[src/rtl/msg_nic_pkg.sv]
package msg_nic_pkg;
  localparam int DW     = 32;
  localparam int SW     = 16;
  localparam int LENW   = 6;
  localparam int IDXW   = $clog2(SW);
  localparam int CNTW   = $clog2(SW + 1);

  // length field of a header word
  function automatic logic [LENW-1:0] hdr_len(input logic [DW-1:0] w);
    return w[LENW-1:0];
  endfunction

  function automatic logic len_ok(input logic [LENW-1:0] n);
    return (n != '0) && (n <= LENW'(SW));
  endfunction

  // {tail, head} marks for flit idx of an n-flit message
  function automatic logic [1:0] flit_kind(input logic [CNTW-1:0] idx,
                                           input logic [CNTW-1:0] n);
    return {idx == n - CNTW'(1), idx == '0};
  endfunction
endpackage

[src/rtl/nic_tx.sv]
module nic_tx
  import msg_nic_pkg::*;
(
  input  logic            clk,
  input  logic            rst_n,
  input  logic            wr_en,
  input  logic [IDXW-1:0] wr_idx,
  input  logic [DW-1:0]   wr_data,
  input  logic [IDXW-1:0] rd_idx,
  output logic [DW-1:0]   rd_data,
  input  logic            launch,
  input  logic            clr_err,
  output logic            busy,
  output logic            err,
  output logic            tx_valid,
  input  logic            tx_ready,
  output logic [DW-1:0]   tx_data,
  output logic [1:0]      tx_kind
);
  logic [DW-1:0]   stage [SW];
  logic [CNTW-1:0] idx, len;
  logic [LENW-1:0] req_len;
  logic            wr_take, wr_blocked, launch_good, launch_bad, fire, last;

  assign req_len     = hdr_len(stage[0]);
  assign wr_take     = wr_en && !busy;
  assign wr_blocked  = wr_en && busy;
  assign launch_good = launch && !busy && len_ok(req_len);
  assign launch_bad  = launch && !busy && !len_ok(req_len);
  assign tx_valid    = busy;
  assign tx_data     = stage[idx[IDXW-1:0]];
  assign tx_kind     = flit_kind(idx, len);
  assign fire        = tx_valid && tx_ready;
  assign last        = tx_kind[1];
  assign rd_data     = stage[rd_idx];

  always_ff @(posedge clk or negedge rst_n) begin
    if (!rst_n) begin
      for (int i = 0; i < SW; i++) stage[i] <= '0;
      busy <= 1'b0;
      err  <= 1'b0;
      idx  <= '0;
      len  <= '0;
    end else begin
      if (wr_take) stage[wr_idx] <= wr_data;
      if (clr_err) err <= 1'b0;
      if (launch_bad) err <= 1'b1;
      if (launch_good) begin
        busy <= 1'b1;
        idx  <= '0;
        len  <= CNTW'(req_len);
      end else if (fire) begin
        if (last) busy <= 1'b0;
        else      idx  <= idx + CNTW'(1);
      end
    end
  end

  logic [DW-1:0] wr_old;
  assign wr_old = stage[wr_idx];

  p_flit_hold_r3: assert property (@(posedge clk) disable iff (!rst_n)
    (tx_valid && !tx_ready) |=> (tx_valid && $stable(tx_data) && $stable(tx_kind)));
  p_bad_launch_silent_r4: assert property (@(posedge clk) disable iff (!rst_n)
    launch_bad |=> (!tx_valid && err));
  p_stage_locked_r5: assert property (@(posedge clk) disable iff (!rst_n)
    wr_blocked |=> (stage[$past(wr_idx)] == $past(wr_old)));
endmodule

[src/rtl/nic_rx.sv]
module nic_rx
  import msg_nic_pkg::*;
#(
  parameter int PEND = 2
) (
  input  logic            clk,
  input  logic            rst_n,
  input  logic            rx_valid,
  output logic            rx_ready,
  input  logic [DW-1:0]   rx_data,
  input  logic [1:0]      rx_kind,
  input  logic            dispose,
  input  logic [IDXW-1:0] rd_idx,
  output logic [DW-1:0]   rd_data,
  output logic            avail,
  output logic [CNTW-1:0] cur_len
);
  localparam int NSLOT = PEND + 1;
  localparam int PW    = (NSLOT > 1) ? $clog2(NSLOT) : 1;
  localparam int QW    = $clog2(NSLOT + 1);

  logic [DW-1:0]   mem  [NSLOT][SW];
  logic [CNTW-1:0] mlen [NSLOT];
  logic [PW-1:0]   wp, rp;
  logic [QW-1:0]   cnt;
  logic [CNTW-1:0] widx, pos, nwords;
  logic            take, msg_done, disp_do;

  function automatic logic [PW-1:0] bump(input logic [PW-1:0] p);
    return (p == PW'(NSLOT - 1)) ? '0 : p + PW'(1);
  endfunction

  assign rx_ready = cnt < QW'(NSLOT);
  assign take     = rx_valid && rx_ready;
  assign pos      = rx_kind[0] ? '0 : widx;
  assign nwords   = (pos < CNTW'(SW)) ? pos + CNTW'(1) : CNTW'(SW);
  assign msg_done = take && rx_kind[1];
  assign disp_do  = dispose && (cnt != '0);
  assign avail    = cnt != '0;
  assign cur_len  = avail ? mlen[rp] : '0;
  assign rd_data  = avail ? mem[rp][rd_idx] : '0;

  always_ff @(posedge clk or negedge rst_n) begin
    if (!rst_n) begin
      for (int s = 0; s < NSLOT; s++) begin
        mlen[s] <= '0;
        for (int i = 0; i < SW; i++) mem[s][i] <= '0;
      end
      wp <= '0; rp <= '0; cnt <= '0; widx <= '0;
    end else begin
      if (take) begin
        if (pos < CNTW'(SW)) mem[wp][pos[IDXW-1:0]] <= rx_data;
        widx <= nwords;
      end
      if (msg_done) begin
        mlen[wp] <= nwords;
        wp   <= bump(wp);
        widx <= '0;
      end
      if (disp_do) rp <= bump(rp);
      cnt <= cnt + QW'(msg_done) - QW'(disp_do);
    end
  end

  p_msg_count_r8: assert property (@(posedge clk) disable iff (!rst_n)
    (msg_done && !disp_do) |=> (cnt == $past(cnt) + QW'(1)));
  p_idle_dispose_r10: assert property (@(posedge clk) disable iff (!rst_n)
    (dispose && !avail && !msg_done) |=> (!avail && rp == $past(rp)));
endmodule

[src/rtl/msg_nic.sv]
module msg_nic
  import msg_nic_pkg::*;
(
  input  logic        clk,
  input  logic        rst_n,
  input  logic        bus_we,
  input  logic [5:0]  bus_addr,
  input  logic [31:0] bus_wdata,
  output logic [31:0] bus_rdata,
  output logic        tx_valid,
  input  logic        tx_ready,
  output logic [31:0] tx_data,
  output logic [1:0]  tx_kind,
  input  logic        rx_valid,
  output logic        rx_ready,
  input  logic [31:0] rx_data,
  input  logic [1:0]  rx_kind,
  output logic        irq
);
  localparam logic [5:0] A_CMD  = 6'h10;
  localparam logic [5:0] A_CTRL = 6'h11;

  logic            sel_stage, sel_rx, cmd_wr;
  logic            busy, err, avail, irq_en;
  logic [DW-1:0]   stage_rd, rx_rd;
  logic [CNTW-1:0] cur_len;

  assign sel_stage = bus_addr[5:4] == 2'b00;
  assign sel_rx    = bus_addr[5:4] == 2'b10;
  assign cmd_wr    = bus_we && (bus_addr == A_CMD);

  nic_tx u_tx (
    .clk(clk), .rst_n(rst_n),
    .wr_en(bus_we && sel_stage), .wr_idx(bus_addr[IDXW-1:0]), .wr_data(bus_wdata),
    .rd_idx(bus_addr[IDXW-1:0]), .rd_data(stage_rd),
    .launch(cmd_wr && bus_wdata[0]), .clr_err(cmd_wr && bus_wdata[2]),
    .busy(busy), .err(err),
    .tx_valid(tx_valid), .tx_ready(tx_ready), .tx_data(tx_data), .tx_kind(tx_kind)
  );

  nic_rx #(.PEND(2)) u_rx (
    .clk(clk), .rst_n(rst_n),
    .rx_valid(rx_valid), .rx_ready(rx_ready), .rx_data(rx_data), .rx_kind(rx_kind),
    .dispose(cmd_wr && bus_wdata[1]),
    .rd_idx(bus_addr[IDXW-1:0]), .rd_data(rx_rd),
    .avail(avail), .cur_len(cur_len)
  );

  always_ff @(posedge clk or negedge rst_n) begin
    if (!rst_n) irq_en <= 1'b0;
    else if (bus_we && bus_addr == A_CTRL) irq_en <= bus_wdata[0];
  end

  assign irq = irq_en && avail;

  always_comb begin
    bus_rdata = '0;
    if (sel_stage)               bus_rdata = stage_rd;
    else if (sel_rx)             bus_rdata = rx_rd;
    else if (bus_addr == A_CMD)  bus_rdata = {19'd0, cur_len, 5'd0, avail, err, busy};
    else if (bus_addr == A_CTRL) bus_rdata = {31'd0, irq_en};
  end

  p_irq_follows_r7: assert property (@(posedge clk) disable iff (!rst_n)
    (bus_we && bus_addr == A_CTRL && !bus_wdata[0]) |=> !irq);
endmodule

[config.mk]
export PLATFORM = sky130hd
export DESIGN_NAME = msg_nic
export DESIGN_NICKNAME = d
export VERILOG_FILES = /design/src/rtl/msg_nic_pkg.sv /design/src/rtl/nic_tx.sv /design/src/rtl/nic_rx.sv /design/src/rtl/msg_nic.sv
export SDC_FILE = /design/constraint.sdc
export NUM_CORES = 2
export LEC_CHECK = 0
export CAP_MARGIN = 20
export CORE_AREA = 2 2 384 538
export DETAILED_ROUTE_END_ITERATION = 7
export DIE_AREA = 0 0 386 540
export GPL_TIMING_DRIVEN = 0
export PLACE_DENSITY = 0.66
export SLEW_MARGIN = 0
export SYNTH_ARGS = -nofsm -noshare
export SYNTH_HDL_FRONTEND = slang
export SYNTH_HIERARCHICAL = 1
export SYNTH_SLANG_ARGS = --single-unit
[constraint.sdc]
create_clock -name clk -period 9.9 [get_ports clk]
set_clock_uncertainty 0.05 [all_clocks]
set_input_delay 1.98 -clock clk [delete_from_list [all_inputs] [get_ports clk]]
set_output_delay 1.98 -clock clk [all_outputs]
set_load 0.02 [all_outputs]
==> summary.txt <==
Floorplanning
  – Initial Util: about half
  – IO Count: between 100 and 150
  – Die Area: roughly 210000 um^2
  – Die Span X: 386 um
  – Core area: 203000 um^2
  – Die Y: between 500 and 600 um
  – Cell row count: 196

Clocking
  – CTS sink count: about 2100
  – TritonCTS buffer count: between 200 and 250
  – Htree depth: 4
  – CTS tree: built
  – Clock root buffer: clkbuf_16
  – Clock Tree Buf Depth: 4
  – CTS Hold Bufs: 0
  – PostCTS Resize Cnt: 0
  – Skew-Pair Late Insertion Delay: around 900 ps
  – Clk slew on worst S/H paths: 60 ps
  – Setup bufs post-CTS: 0

Placement
  – PortBufs: about 110
  – Routability congestion estimate from global placement: between 1 and 1.5
  – Dpl ws: 29.8 ps
  – Inst Count DP: approximately 9900
  – DP Wirelength: 300 mm

STA
  – Final cycle utilization of the critical path: 101%
  – Hold Fails Final Rpt: 0
  – Max frequency: 0.0997 GHz
  – Worst Slack Setup Final: -130 ps
  – Crit path time final: between 10000 and 15000 ps
  – Worst-margin pin slew: 1430 ps
  – Max-Slew Margin vs Limit: around 3.8%
  – Max Slew Vio Count: 0
  – Final setup vio count: 7
  – Setup_tns: -587 ps
  – RSZ-0062 raised after global routing: false

Critical path
  – Delay-heaviest family, CP: buffers and inverters
  – WS Path Type: primary input to primary output
  – Worst setup endpoint: bus_rdata[4]
  – Reg2reg end: u_rx/mem[369]$_DFFE_PN0P_
  – Crit-path slowest cell: nor3_1
  – Worst reg2reg setup slack: between 5000 and 6000 ps
  – Crit-path most repeated cell: clkdlybuf4s50_1
  – Worst r2r src: u_rx/cnt[0]$_DFF_PN0_
  – Sum of buffers and inverters on the critical path: 3
  – Worst setup EP type: primary output
  – Worst path cell trace: clkdlybuf4s50_1, o21ai_1, nor3_1, clkbuf_2, nand3_1, nand4_1, a31o_2, mux2i_1, nor2_1, clkdlybuf4s50_1
  – Critical Path RT: 7870 ps
  – Arr. time, crit path: around 8000 ps
  – Critical path depth: 10
  – Critical Path Source Type: primary input
  – Max FO, Critical Path: 16
  – Worst path max stage delay: ~1300 ps
  – Worst R2R Path Depth: 8
  – Crit. Startpoint: bus_addr[3]

Hold path
  – Min-Delay Path Class: register to register
  – Hold_sp: u_rx/mlen[9]$_DFFE_PN0P_

Yosys
  – Post-synth EDFFs: 0
  – Seq cells post-synth: approximately 2100
  – Mapped cell area: ~100000 um^2
  – Mapped Nets: 7091
  – Mapped Cells: roughly 7000
  – Sequential area share after synthesis: 51.7%
  – Top_reg_cell synth: dfrtp_1
  – Share of flip-flops with an asynchronous set or reset: 100%
  – Synth cell types: 70
  – Yosys warns: 6
  – Syn_area_per_cell: ~14 um^2

Drt
  – Vias after detailed routing: approximately 71000
  – Initial DRT Pass Iterations: 6
  – Vias per Instance: between 6 and 7
  – Wirelength, routed: about 420 mm
  – 1st-iter DRT viols: approximately 8500
  – Drt drc: 0
  – Routed Antenna Nets: 0
  – DR WL/cell: between 40 and 50 um

Final layout
  – Layout cells sized above 1: a little under half
  – Non-filler instance count after layout: approximately 10000
  – Fillers: 16400
  – Area growth, synth to finish: 13.8%
  – Nets: approximately 7600
  – Final core occ: 56.6%

Pwr
  – Power share of the combinational group: 20.9%
  – Sw frac: between 20 and 30%
  – Flop pwr share: a little over two fifths
  – PwrDens: 201 nW/um^2
  – Peak VDD IR: ~0.16 mV
  – Clock power frac: about 36%
  – Psw: roughly 6.7 mW
  – Cell internal pwr: 16.3 mW
  – Static leakage: between 50 and 60 nW

GRT
  – Largest net degree at the start of global routing: ~180
  – Vias in the first global route: 72100
  – First-pass GRT wire length: roughly 580 mm
  – Initial antenna violation count: 33
  – Overflow after GRT: 0
  – GRT Total Usage: between 40 and 50%

Outcome
  – Status: complete, but fails checks
  – Failing checks: setup timing

Flow run
  – Max Cap Viol: 0
[worst register-to-register path, delay by kind of cell (launching register included)]
family	cells	cell delay [ps]
muxes	1	510
AOI/OAI and AO/OA	1	220
DFF	1	430
and+or+nand+nor	3	1690
buffers and inverters	3	1030
[cells in the mapped netlist (13+ instances only)]
cell type / n / area, um^2
nand2_1: 92 / 345
mux2i_1: 124 / 1240
mux2_1: 66 / 743
a31o_2: 27 / 236
nor4_1: 20 / 125
clkbuf_1: 442 / 1660
nand4_1: 42 / 263
buf_4: 31 / 233
o21ai_0: 77 / 385
a221o_1: 244 / 2440
inv_1: 89 / 334
buf_2: 111 / 556
buf_1: 135 / 507
mux2_4: 120 / 1800
nand3_1: 128 / 641
mux2_2: 2299 / 25900
and3_1: 13 / 81.3
a221oi_1: 178 / 1560
o221ai_1: 68 / 596
dfrtp_1: 2087 / 52200
buf_6: 20 / 225
mux4_2: 320 / 7210
a21oi_1: 30 / 150
nor2b_1: 18 / 113
nor2_1: 67 / 251
[layout make-up]
| type | count | area [um^2] | share of cell area [%] |
|---|---|---|---|
| Buffer | 740 | 3240 | 2.81 |
| Inverter | 90 | 338 | 0.294 |
| Multi-Input combinational cell | 4089 | 45400 | 39.4 |
| Antenna cell | 35 | 87.6 | 0.0761 |
| Tap cell | 2673 | 3340 | 2.91 |
| Clock buffer | 321 | 6350 | 5.52 |
| Clock inverter | 60 | 662 | 0.575 |
| Sequential cell | 2087 | 52200 | 45.4 |
| Timing Repair Buffer | 247 | 3490 | 3.03 |
[logic make-up (layout without fill, tap and decap cells)]
group / Yosys count / count (layout) / share of synthesized area, %
compound gates: 669 / 669 / 5.68
xor+xnor: 9 / 9 / 0.0780
fa+ha+maj: 8 / 8 / 0.0990
buf+inv: 830 / 1458 / 3.48
flops: 2087 / 2087 / 51.7
mux: 2929 / 2929 / 36.5
other cells: 0 / 35 / 0
simple gates: 474 / 474 / 2.51
[worst min path at each step]
stage | endpoint | depth (start not counted)
5_1_grt | u_rx/mem[413]$_DFFE_PN0P_ | 1
6_report | u_rx/mlen[9]$_DFFE_PN0P_ | 2
4_1_cts | u_rx/mem[1433]$_DFFE_PN0P_ | 1
2_1_floorplan | u_rx/mlen[10]$_DFFE_PN0P_ | 2
3_3_place_gp | u_rx/mem[1433]$_DFFE_PN0P_ | 1
3_5_place_dp | u_rx/mem[1433]$_DFFE_PN0P_ | 1
[power by group through the flow]
stage | sequential [mW] | clock (mW) | combinational (mW)
global route | 10.1 | 8.67 | 4.98
global placement | 10.2 | 0 | 4.50
detailed placement | 10.1 | 0 | 4.69
finish | 10.0 | 8.25 | 4.83
floorplan | 9.95 | 0 | 2.85
CTS | 9.97 | 8.32 | 4.71
[registers in the layout, indices dropped and copies added, names as in the netlist]
name          count
u_rx/mem       1536
u_tx/stage      506
u_rx/mlen        15
u_tx/req_len      6
u_rx/widx         5
u_tx/idx          5
u_tx/len          5
u_rx/cnt          2
u_rx/rp           2
u_rx/wp           2
irq_en            1
u_tx/busy         1
u_tx/err          1
[routing by layer]
| metal | wire length [um] | global-route usage (%) | up-vias |
|---|---|---|---|
| met5 | 291 | 0.375 | - |
| met4 | 45700 | 34.9 | 28 |
| met3 | 40900 | 12.5 | 1843 |
| met2 | 191000 | 61.8 | 4568 |
| met1 | 141000 | 45.2 | 37400 |
| li1 | - | - | 27400 |
[metrics by stage]
stage	hold WS, ps	instance area, um^2	total power, mW
detailed placement	420	108000	14.8
finish	432	115000	23.1
CTS	434	115000	23.0
floorplan	399	101000	12.8
global route	443	115000	23.7
global placement	412	106000	14.7
[cell usage in the layout, fill, tap and decap left out, types with 33 or more instances in the layout]
cell type,netlist,routed
nor2_1,67,66
buf_4,31,33
clkinv_2,0,38
clkdlybuf4s50_1,0,111
clkbuf_8,0,58
o221ai_1,68,68
inv_1,89,89
nand2_1,92,92
nand4_1,42,42
mux4_2,320,320
a221oi_1,178,178
clkbuf_2,1,33
nand3_1,128,128
buf_8,0,96
mux2_4,120,120
diode_2,0,35
clkbuf_16,0,215
o21ai_0,77,77
mux2_1,66,66
dfrtp_1,2087,2087
a221o_1,244,244
buf_1,135,125
mux2i_1,124,124
buf_2,111,121
clkbuf_1,442,459
mux2_2,2299,2299
No activity file was read; power rests on OpenSTA's default activity.
